### src/rtl/chs_pkg.sv
package chs_pkg;

    // Six command bytes; index 0 is sent first.
    typedef logic [5:0][7:0] cmd_blk_t;

    typedef enum logic [2:0] {
        ST_IDLE,
        ST_DIV_TRK,
        ST_WAIT_TRK,
        ST_DIV_CYL,
        ST_WAIT_CYL,
        ST_LOAD,
        ST_SEND
    } gen_state_e;

    localparam int unsigned SECTOR_SHIFT = 9;

    function automatic cmd_blk_t pack_cmd(
        input logic [7:0] opcode,
        input logic [2:0] drv,
        input logic [4:0] head,
        input logic [9:0] cyl,
        input logic [5:0] sec,
        input logic [7:0] cnt,
        input logic [7:0] ctl
    );
        cmd_blk_t b;
        b[0] = opcode;
        b[1] = {drv, head};
        b[2] = {cyl[9:8], sec};
        b[3] = cyl[7:0];
        b[4] = cnt;
        b[5] = ctl;
        return b;
    endfunction

endpackage

### src/rtl/chs_divider.sv
module chs_divider #(
    parameter int N  = 21,
    parameter int DW = 6
) (
    input  logic          clk,
    input  logic          rst,
    input  logic          start,
    input  logic [N-1:0]  dividend,
    input  logic [DW-1:0] divisor,
    output logic          done,
    output logic [N-1:0]  quo,
    output logic [DW-1:0] rem
);
    localparam int CW = $clog2(N + 1);

    logic          run_q, done_q;
    logic [CW-1:0] cnt_q;
    logic [N-1:0]  quo_q;
    logic [DW-1:0] rem_q, dvs_q;

    logic [DW:0]   shifted;
    logic [DW+1:0] diff;
    logic          fits;

    always_comb begin
        shifted = {rem_q, quo_q[N-1]};
        diff    = {1'b0, shifted} - {2'b00, dvs_q};
        fits    = ~diff[DW+1];
    end

    always_ff @(posedge clk) begin
        if (rst) begin
            run_q  <= 1'b0;
            done_q <= 1'b0;
            cnt_q  <= '0;
            quo_q  <= '0;
            rem_q  <= '0;
            dvs_q  <= '0;
        end else begin
            done_q <= 1'b0;
            if (start) begin
                quo_q <= dividend;
                rem_q <= '0;
                dvs_q <= divisor;
                cnt_q <= CW'(N);
                run_q <= 1'b1;
            end else if (run_q) begin
                quo_q <= {quo_q[N-2:0], fits};
                rem_q <= fits ? diff[DW-1:0] : shifted[DW-1:0];
                cnt_q <= cnt_q - 1'b1;
                if (cnt_q == CW'(1)) begin
                    run_q  <= 1'b0;
                    done_q <= 1'b1;
                end
            end
        end
    end

    assign done = done_q;
    assign quo  = quo_q;
    assign rem  = rem_q;

    // a finished division leaves a remainder below the divisor
    a_r4_rem_below_divisor: assert property (@(posedge clk) disable iff (rst)
        (done_q && dvs_q != '0) |-> (rem_q < dvs_q));

endmodule

### src/rtl/chs_byte_sender.sv
module chs_byte_sender
    import chs_pkg::*;
(
    input  logic     clk,
    input  logic     rst,
    input  logic     load,
    input  cmd_blk_t blk_in,
    output logic     out_valid,
    input  logic     out_ready,
    output logic [7:0] out_byte,
    output logic     out_last,
    output logic     last_taken
);
    logic       active_q;
    logic [2:0] idx_q;
    cmd_blk_t   blk_q;

    always_ff @(posedge clk) begin
        if (rst) begin
            active_q <= 1'b0;
            idx_q    <= '0;
            blk_q    <= '0;
        end else if (load) begin
            active_q <= 1'b1;
            idx_q    <= '0;
            blk_q    <= blk_in;
        end else if (active_q && out_ready) begin
            if (idx_q == 3'd5) begin
                active_q <= 1'b0;
                idx_q    <= '0;
            end else begin
                idx_q <= idx_q + 3'd1;
            end
        end
    end

    assign out_valid  = active_q;
    assign out_byte   = blk_q[idx_q];
    assign out_last   = active_q && (idx_q == 3'd5);
    assign last_taken = out_last && out_ready;

    // a stalled byte stays valid and unchanged
    a_r9_hold_on_stall: assert property (@(posedge clk) disable iff (rst)
        (out_valid && !out_ready) |=> (out_valid && $stable(out_byte) && $stable(out_last)));

endmodule

### src/rtl/chs_cmd_gen.sv
module chs_cmd_gen
    import chs_pkg::*;
#(
    parameter int          DRIVES   = 8,
    parameter int          BLK_W    = 21,
    parameter int          CNT_W    = 8,
    parameter int          SPT_W    = 6,
    parameter int          HD_W     = 5,
    parameter logic [7:0]  READ_OP  = 8'h08,
    parameter logic [7:0]  WRITE_OP = 8'h0A
) (
    input  logic                        clk,
    input  logic                        rst,
    input  logic                        req_valid,
    output logic                        req_ready,
    input  logic                        req_write,
    input  logic [$clog2(DRIVES)-1:0]   req_drive,
    input  logic [BLK_W-1:0]            req_block,
    input  logic [CNT_W-1:0]            req_count,
    input  logic [CNT_W-1:0]            cfg_max_sectors,
    input  logic [DRIVES*SPT_W-1:0]     cfg_spt,
    input  logic [DRIVES*HD_W-1:0]      cfg_heads,
    input  logic [DRIVES*8-1:0]         cfg_ctrl,
    output logic                        cmd_valid,
    input  logic                        cmd_ready,
    output logic [7:0]                  cmd_byte,
    output logic                        cmd_last,
    output logic [CNT_W+SECTOR_SHIFT-1:0] chunk_offset,
    output logic                        busy,
    output logic                        done
);
    localparam int DRV_W = $clog2(DRIVES);
    localparam int DV_W  = (SPT_W > HD_W) ? SPT_W : HD_W;

    // Per-drive configuration slices
    logic [SPT_W-1:0] spt_arr  [DRIVES];
    logic [HD_W-1:0]  head_arr [DRIVES];
    logic [7:0]       ctl_arr  [DRIVES];

    for (genvar g = 0; g < DRIVES; g++) begin : g_cfg
        assign spt_arr[g]  = cfg_spt[g*SPT_W +: SPT_W];
        assign head_arr[g] = cfg_heads[g*HD_W +: HD_W];
        assign ctl_arr[g]  = cfg_ctrl[g*8 +: 8];
    end

    gen_state_e       state_q;
    logic             wr_q, done_q;
    logic [DRV_W-1:0] drv_q;
    logic [BLK_W-1:0] blk_q, track_q;
    logic [CNT_W-1:0] rem_q, chunk_q, sent_q;
    logic [DV_W-1:0]  sector_q;
    logic [HD_W-1:0]  head_q;
    logic [9:0]       cyl_q;

    logic [CNT_W-1:0] eff_max;
    logic             dv_start, dv_done;
    logic [BLK_W-1:0] dv_dividend, dv_quo;
    logic [DV_W-1:0]  dv_divisor, dv_rem;
    logic             pk_load, pk_taken;
    cmd_blk_t         pk_blk;

    assign eff_max = (cfg_max_sectors == '0) ? CNT_W'(1) : cfg_max_sectors;

    always_comb begin
        dv_start    = (state_q == ST_DIV_TRK) || (state_q == ST_DIV_CYL);
        dv_dividend = (state_q == ST_DIV_TRK) ? blk_q : track_q;
        dv_divisor  = (state_q == ST_DIV_TRK) ? DV_W'(spt_arr[drv_q])
                                              : DV_W'(head_arr[drv_q]);
        pk_load     = (state_q == ST_LOAD);
        pk_blk      = pack_cmd(wr_q ? WRITE_OP : READ_OP, 3'(drv_q), 5'(head_q),
                               cyl_q, 6'(sector_q), 8'(chunk_q), ctl_arr[drv_q]);
    end

    chs_divider #(.N(BLK_W), .DW(DV_W)) i_div (
        .clk      (clk),
        .rst      (rst),
        .start    (dv_start),
        .dividend (dv_dividend),
        .divisor  (dv_divisor),
        .done     (dv_done),
        .quo      (dv_quo),
        .rem      (dv_rem)
    );

    chs_byte_sender i_send (
        .clk        (clk),
        .rst        (rst),
        .load       (pk_load),
        .blk_in     (pk_blk),
        .out_valid  (cmd_valid),
        .out_ready  (cmd_ready),
        .out_byte   (cmd_byte),
        .out_last   (cmd_last),
        .last_taken (pk_taken)
    );

    always_ff @(posedge clk) begin
        if (rst) begin
            state_q  <= ST_IDLE;
            wr_q     <= 1'b0;
            done_q   <= 1'b0;
            drv_q    <= '0;
            blk_q    <= '0;
            track_q  <= '0;
            rem_q    <= '0;
            chunk_q  <= '0;
            sent_q   <= '0;
            sector_q <= '0;
            head_q   <= '0;
            cyl_q    <= '0;
        end else begin
            done_q <= 1'b0;
            unique case (state_q)
                ST_IDLE: if (req_valid) begin
                    wr_q   <= req_write;
                    drv_q  <= req_drive;
                    blk_q  <= req_block;
                    rem_q  <= req_count;
                    sent_q <= '0;
                    if (req_count == '0) done_q  <= 1'b1;
                    else                 state_q <= ST_DIV_TRK;
                end
                ST_DIV_TRK: begin
                    chunk_q <= (rem_q < eff_max) ? rem_q : eff_max;
                    state_q <= ST_WAIT_TRK;
                end
                ST_WAIT_TRK: if (dv_done) begin
                    track_q  <= dv_quo;
                    sector_q <= dv_rem;
                    state_q  <= ST_DIV_CYL;
                end
                ST_DIV_CYL: state_q <= ST_WAIT_CYL;
                ST_WAIT_CYL: if (dv_done) begin
                    head_q  <= dv_rem[HD_W-1:0];
                    cyl_q   <= dv_quo[9:0];
                    state_q <= ST_LOAD;
                end
                ST_LOAD: state_q <= ST_SEND;
                ST_SEND: if (pk_taken) begin
                    rem_q  <= rem_q - chunk_q;
                    blk_q  <= blk_q + BLK_W'(chunk_q);
                    sent_q <= sent_q + chunk_q;
                    if (rem_q == chunk_q) begin
                        state_q <= ST_IDLE;
                        done_q  <= 1'b1;
                    end else begin
                        state_q <= ST_DIV_TRK;
                    end
                end
                default: state_q <= ST_IDLE;
            endcase
        end
    end

    assign req_ready    = (state_q == ST_IDLE);
    assign busy         = (state_q != ST_IDLE);
    assign done         = done_q;
    assign chunk_offset = {sent_q, {SECTOR_SHIFT{1'b0}}};

    // the done pulse only appears once the block is idle again
    a_r11_done_when_idle: assert property (@(posedge clk) disable iff (rst)
        done |-> !busy);

    // a chunk on the wire is nonzero and fits in what remains
    a_r3_chunk_bounds: assert property (@(posedge clk) disable iff (rst)
        (state_q == ST_SEND) |-> (chunk_q != '0 && chunk_q <= rem_q && chunk_q <= eff_max));

    // an empty request finishes at once and sends nothing
    a_r2_empty_request: assert property (@(posedge clk) disable iff (rst)
        (req_valid && req_ready && req_count == '0) |=> (done && !cmd_valid && !busy));

    // buffer offset is frozen while a command is still being sent
    a_r10_offset_frozen: assert property (@(posedge clk) disable iff (rst)
        (cmd_valid && !(cmd_ready && cmd_last)) |=> $stable(chunk_offset));

    // command bytes only appear while a request is active
    a_r9_valid_in_busy: assert property (@(posedge clk) disable iff (rst)
        cmd_valid |-> busy);

endmodule

### config.mk
export PLATFORM = sky130hd
export DESIGN_NAME = chs_cmd_gen
export DESIGN_NICKNAME = d
export VERILOG_FILES = /design/src/rtl/chs_pkg.sv /design/src/rtl/chs_divider.sv /design/src/rtl/chs_byte_sender.sv /design/src/rtl/chs_cmd_gen.sv
export SDC_FILE = /design/constraint.sdc
export NUM_CORES = 1
export LEC_CHECK = 0
export ABC_AREA = 1
export BUFFER_PORTS_ARGS = -buffer_cell sky130_fd_sc_hd__buf_2
export CAP_MARGIN = 15
export CORE_ASPECT_RATIO = 2
export CORE_MARGIN = 3
export CORE_UTILIZATION = 45
export DETAILED_ROUTE_END_ITERATION = 8
export GPL_TIMING_DRIVEN = 0
export PLACE_DENSITY = 0.68
export SYNTH_ARGS = -nofsm -noshare
export SYNTH_HDL_FRONTEND = slang
export SYNTH_SLANG_ARGS = --single-unit
### constraint.sdc
create_clock -name clk -period 2.69 [get_ports clk]
set_input_delay 0.807 -clock clk [delete_from_list [all_inputs] [get_ports clk]]
set_output_delay 0.807 -clock clk [all_outputs]
set_load 0.05 [all_outputs]
# After elaboration in Yosys (flattened, before gate mapping)
# Index checks and enable logic that the tools add are counted.
[classes] add_sub_neg=6 order_cmp=3 eq_ne=14 mux=50 bitwise=3 n_reduce_logical=21
[op_table] operator="two-way mux 21 bit" n=5
[op_table] operator="two-way mux 8 bit" n=9
[op_table] operator="binary-select mux 8 bit (select 3 bit)" n=2
[op_table] operator="case mux 21 bit (2 select lines)" n=1
[op_table] operator="case mux 8 bit (2 select lines)" n=2
[op_table] operator="two-way mux 6 bit" n=4
[op_table] operator="adder 21 x 8 -> 21 bit" n=1
[op_table] operator="case mux 3 bit (7 select lines)" n=1
[op_table] operator="two-way mux 5 bit" n=4
[op_table] operator="binary-select mux 6 bit (select 3 bit)" n=1
[op_table] operator="two-way mux 3 bit" n=6
[op_table] operator="logical NOT 8 bit" n=2
[op_table] operator="binary-select mux 5 bit (select 3 bit)" n=1
[op_table] operator="equality test 3 bit, second input constant" n=4
[op_table] operator="two-way mux 1 bit" n=12
[op_table] operator="adder 8 bit" n=1
[op_table] operator="equality test 8 bit" n=1
[op_table] operator="less-than comparator 8 bit" n=1
[op_table] operator="AND reduction 2 bit" n=4
[op_table] operator="nonzero test 2 bit" n=4
[op_table] operator="subtractor 7 x 6 -> 8 bit" n=1
[op_table] operator="subtractor 8 bit" n=1
[op_table] operator="equality test 3 x 2 -> 1 bit, second input constant" n=2
[op_table] operator="inequality test 2 x 1 -> 1 bit, second input constant" n=3
[op_table] operator="19 further kinds" n=24
[totals] regBits=187 input_bits=197 out_inout_bits=30 word_cells=124

# Longest topological paths before layout
[depth] ltp_word=5 mapped_depth=15 depth_no_buf=15

# By module
# A second synthesis with hierarchy kept.
[unflattened] hier_cells=1710 area_unflattened_um2=11368.4
[modules_own_cells] module="chs_cmd_gen" n_inst=1 cells_per_inst=1069 area_per_inst_um2=6922.9
[modules_own_cells] module="chs_byte_sender" n_inst=1 cells_per_inst=346 area_per_inst_um2=2389.8
[modules_own_cells] module="chs_divider" n_inst=1 cells_per_inst=295 area_per_inst_um2=2055.7

# Worst setup path after synthesis
# No wires, ideal clock.
[synth_path] path_kind="register to output" from="register i_send.idx_q[0]" to="output cmd_byte[1]" arrival_ps=2064 t_required_ps=1883 setup_slack_ps=-181 path_stages_with_launch=6 n_path_buf=2 cell_sequence="dfxtp_1 clkbuf_1 inv_1 clkbuf_1 o21ai_0 o21ai_0"
[synth_via] elab_chain_cells=2
[synth_rtl] item="start: declaration" line_no="chs_byte_sender.sv:15" text="logic [2:0] idx_q;"
[synth_rtl] item="start signal: assignment" line_no="chs_byte_sender.sv:32" text="idx_q <= idx_q + 3'd1;"
[synth_rtl] item="binary-select mux 8 bit (select 3 bit)" line_no="chs_byte_sender.sv:38" text="assign out_byte = blk_q[idx_q];"
[synth_rtl] item="two-way mux 8 bit (not written as such)" line_no="chs_byte_sender.sv:38"
[synth_rtl] item="end: declaration" line_no="chs_cmd_gen.sv:26" text="output logic [7:0] cmd_byte,"
# Every way passes these cells. The select of a mux whose other input is x is not followed.

# Final worst setup path
[layout_path] from="register i_send.idx_q[2]" to="output cmd_byte[4]"
# Same word-level chain as after synthesis.

==> results.txt <==
----------------------------------------------------
[Placement]
  Worst setup timing slack at the placement stage ... -0.0770 ns
  Hpwl dp ... 31.5 mm
  Total placed instance area ... 12000 sq um
  Placed Cells ... 2077
  PortBufs ... 216
  Global placer's final weighted congestion ... 1.00

[Floorplan]
  Y dimension of the die ... 223 microns
  X dimension of the die ... 114 microns
  Effective utilization at floorplan ... 46.2%
  Number of rows created at floorplan ... 78
  Core area ... 22800 sq um
  Top Ports ... 227
  Die ar. ... 25400 sq um

[Final layout]
  Footprint of the multi-input gates ... 6040 sq um
  Fill cell instance count of the final layout ... 2359
  Sequential standard cell area ... 3630 sq um
  Fin nets ... 2058
  Share of layout cells above drive strength 1 ... 18.1%
  Final Non-Filler Cells ... 2113
  Layout Area Growth over Synthesis ... 21.1%
  Post-Layout Inst Area ... 12800 sq um
  Antenna Diode Count ... 0

[Timing]
  Clock period minus worst slack ... 2.60 ns
  Pins over their slew limit ... 0
  Setup skew after layout ... 0.0103 ns
  Share of the cycle needed by the critical path after routing ... 96.7%
  Hold Vio Cnt, Final ... 0
  Unrepaired setup endpoints after global routing ... false
  Number of failing setup endpoints in the final timing report ... 0
  Tightest Pin Transition ... 0.797 ns
  Slew Limit Headroom ... 46.9%
  Highest Clock Rate ... 385 MHz
  Final setup margin ... 0.0897 ns

[Detailed routing]
  Number of design-rule violations left by the first detailed-router iteration ... 645
  First drt pass iteration count ... 6
  Routed wire length per instance ... 18.7 microns
  Number of design rule violations left after detail routing ... 0
  Antenna-violating nets left ... 0
  Post-detailed-route via-to-cell ratio ... 5.69
  Post-Route WL ... 39.6 mm
  Vias ... 12000

[Status]
  Run status ... completed

[Clock tree]
  CTS tree ... built
  Max Buffers Root-to-Sink ... 2
  Number of levels the H-tree was split into ... 4
  Root Driver ... clkbuf_16
  Number of clock buffers inserted by TritonCTS ... 17
  Clock edge transition at the registers on the reported setup and hold paths ... 0.08 ns
  Number of sinks on the clock net ... 181
  Skew-Pair Late Insertion Delay ... 0.45 ns

[Hold path]
  Worst Hold Launch ... track_q[12]
  Path class of the lowest-slack min-delay path ... reg2reg

[GRT]
  Pin count of the biggest net entering global routing ... 20
  Vias in the first global route ... 11800
  Grt total ovfl ... 0
  Initial antenna violation count ... 0
  Global-route wire length before repair ... 60.1 mm
  Global Route Usage Sum ... 30.4%

[Yosys]
  Library cells used by synthesis ... 48
  Post-Synthesis Mean Instance Area ... 6.70 sq um
  Number of storage elements in the synthesis netlist ... 181
  Synthesized-area fraction occupied by ao, oa, aoi and oai cells ... 25.4%
  Fraction of synthesis flops using an asynchronous set or reset pin ... 0%
  Xor and xnor area share after synthesis ... 0.830%
  Simple-gate portion of the synthesized area ... 24.3%
  Top cells by area in the synthesized netlist ... dfxtp_1 34%, nand2_1 10%, o21ai_0 8.8%
  YS warnings ... 0
  Gate Count Post-Synth ... 1573
  Share of synthesized cell area in full adder, half adder and majority cells ... 5.15%
  Post-synthesis sequential area ratio ... 34.4%
  Post-synthesis mux area share ... 0.475%
  Main combinational cell family by area after synthesis ... compound AO/OA/AOI/OAI gates
  Area leader, netlist ... dfxtp_1
  Total standard cell area after synthesis ... 10500 sq um
  Count of flip-flops with a built-in enable after synthesis ... 0
  Share of the synthesized area in the top cell type ... 34.4%
  Most used flip-flop cell after synthesis ... dfxtp_1

[Setup path]
  Critical Path End Type ... primary output
  Data arrival time at the worst-slack endpoint ... 1.79 ns
  Worst Setup SP ... i_send.idx_q[2]
  Critical path peak fanout ... 8
  Critical path class ... reg2out
  Worst EP required ... 1.88 ns
  Setup crit start kind ... flop
  Reg2Reg Launch Point ... chunk_q[0]

[Power]
  Design Power ... 11.7 mW
  Sw Ratio ... 45.7%
  Cell internal pwr ... 6.34 mW
  IR Drop Worst-Case VDD ... 0.509 mV
  Proportion of power drawn by flip-flops and latches ... 31.5%
  P_sw ... 5.34 mW
  Cell Pwr Density ... 914 nW/um^2
  Static Leakage ... 5.44 nW
  Logic gate share of total power ... 45.6%
  Part of the total power dissipated in the clock network ... 22.8%

[Run]
  Number of max-cap violations ... 0

----------------------------------------------------
[area by class of cell]
| cell class | instances | share of cell area (%) |
|---|---|---|
| tap | 280 | 2.74 |
| clock buffer | 17 | 3.33 |
| timing repair buffer | 221 | 8.87 |
| clock inverter | 15 | 1.61 |
| multi-input combinational | 1163 | 47.3 |
| inverter | 133 | 3.95 |
| buffer | 103 | 3.80 |
| sequential | 181 | 28.4 |
[per-stage QoR]
| stage | hold WS, ns | util [%] | setup TNS [ns] |
|---|---|---|---|
| 3_5_place_dp | 0.446 | 52.7 | -0.160 |
| 2_1_floorplan | 0.429 | - | 0 |
| 3_3_place_gp | 0.440 | 52.7 | -0.0930 |
| 6_report | 0.458 | 55.9 | 0 |
| 4_1_cts | 0.457 | 55.6 | -0.0164 |
| 5_1_grt | 0.475 | 55.9 | 0 |
[power groups by stage]
stage / clock network (mW) / logic, mW / registers [mW]
after global routing: 2.78 / 5.90 / 3.73
after detailed placement: 0 / 5.21 / 3.72
after floorplan: 0 / 3.71 / 3.54
final: 2.66 / 5.33 / 3.68
after global placement: 0 / 5.15 / 3.71
after CTS: 2.69 / 5.25 / 3.66
[registers in the layout, indices dropped and copies added (netlist names)]
signal / cells
i_div.quo: 21
wr_q: 1
i_send.idx_q: 3
i_div.cnt_q: 5
i_div.dvs_q: 6
i_send.out_valid: 1
track_q: 21
drv_q: 3
done: 1
i_div.rem: 6
cyl_q: 10
rem_q: 8
i_send.blk_q: 42
i_div.done: 1
sector_q: 6
blk_q: 21
i_div.run_q: 1
state_q: 3
sent_q: 8
chunk_q: 8
head_q: 5
[metal layers]
metal  global-route usage, %  up-vias  routed length [microns]  share of wire [%]
met5                       0        -                        0                  0
met4                    24.8        0                     3670                9.3
met3                    5.61      180                     2360                5.9
met2                    55.7      528                    20300                 51
met1                    28.3     5491                    13300                 34
li1                        -     5814                        -                  -
[cells in the mapped netlist (5+ instances only)]
cell,number
a221oi_1,5
dfxtp_1,181
buf_2,10
buf_1,7
buf_4,10
nor4_1,5
inv_1,126
mux2i_1,5
nor3_1,12
or2_2,8
o211ai_1,11
o21ai_1,11
nand4_1,6
a211oi_1,6
o21ai_0,186
ha_1,37
o221ai_1,9
nand2_1,295
xor2_1,7
a21oi_1,170
clkbuf_1,71
o22ai_1,36
buf_6,6
nor2_1,179
nand3_1,101
a31oi_1,25
[cells by family (layout without fill, tap and decap cells)]
family                     after synthesis  in the layout
and+or+nand+nor                        618            618
AOI/OAI and AO/OA                      480            480
buffers and inverters                  237            489
DFF                                    181            181
adders and majority gates               41             41
xor gates and xnor gates                10             10
muxes                                    5              5
other                                    1              9
[path summary, 6_finish.rpt]
kind / cells after the start / slack (ns) / end
hold / removal: 2 / 0.46 / track_q[12]
setup reg to reg: 11 / 0.34 / blk_q[20]
hold reg to reg: 2 / 0.46 / track_q[12]
setup / recovery: 6 / 0.09 / cmd_byte[4]
[worst max-delay path, cell delays in order, from the launching register on]
cell	delay, ns
dfxtp_1	0.33
buf_6	0.13
inv_4	0.06
nor2_4	0.18
o21ai_0	0.19
o22ai_2	0.17
buf_2	0.29
[timing repair]
| action | in CTS | in global routing |
|---|---|---|
| setup buffers | 0 | 5 |
| pin swaps | 0 | 1 |
| endpoints found under the setup margin | 8 | 8 |
| gates resized for setup | 12 | 16 |
| hold buffers | 0 | 0 |
[cell usage in the layout (no fill, tap or decap), drive strengths merged, types with 3 or more instances in the layout]
| cell | count |
|---|---|
| nand3 | 101 |
| dfxtp | 181 |
| nand2 | 298 |
| buf | 253 |
| a21boi | 3 |
| o31ai | 4 |
| o211ai | 14 |
| xor2 | 7 |
| o21ai | 197 |
| conb | 9 |
| o22ai | 36 |
| or2 | 8 |
| a31oi | 25 |
| nor2 | 184 |
| ha | 37 |
| a211oi | 7 |
| mux2i | 5 |
| nand4 | 6 |
| fa | 4 |
| xnor2 | 3 |
| o221ai | 9 |
| clkinv | 6 |
| nor4 | 5 |
| a21oi | 175 |
| inv | 139 |
| a221oi | 8 |
| nor3 | 13 |
| clkbuf | 88 |
No activity file was read; power rests on OpenSTA's default activity.
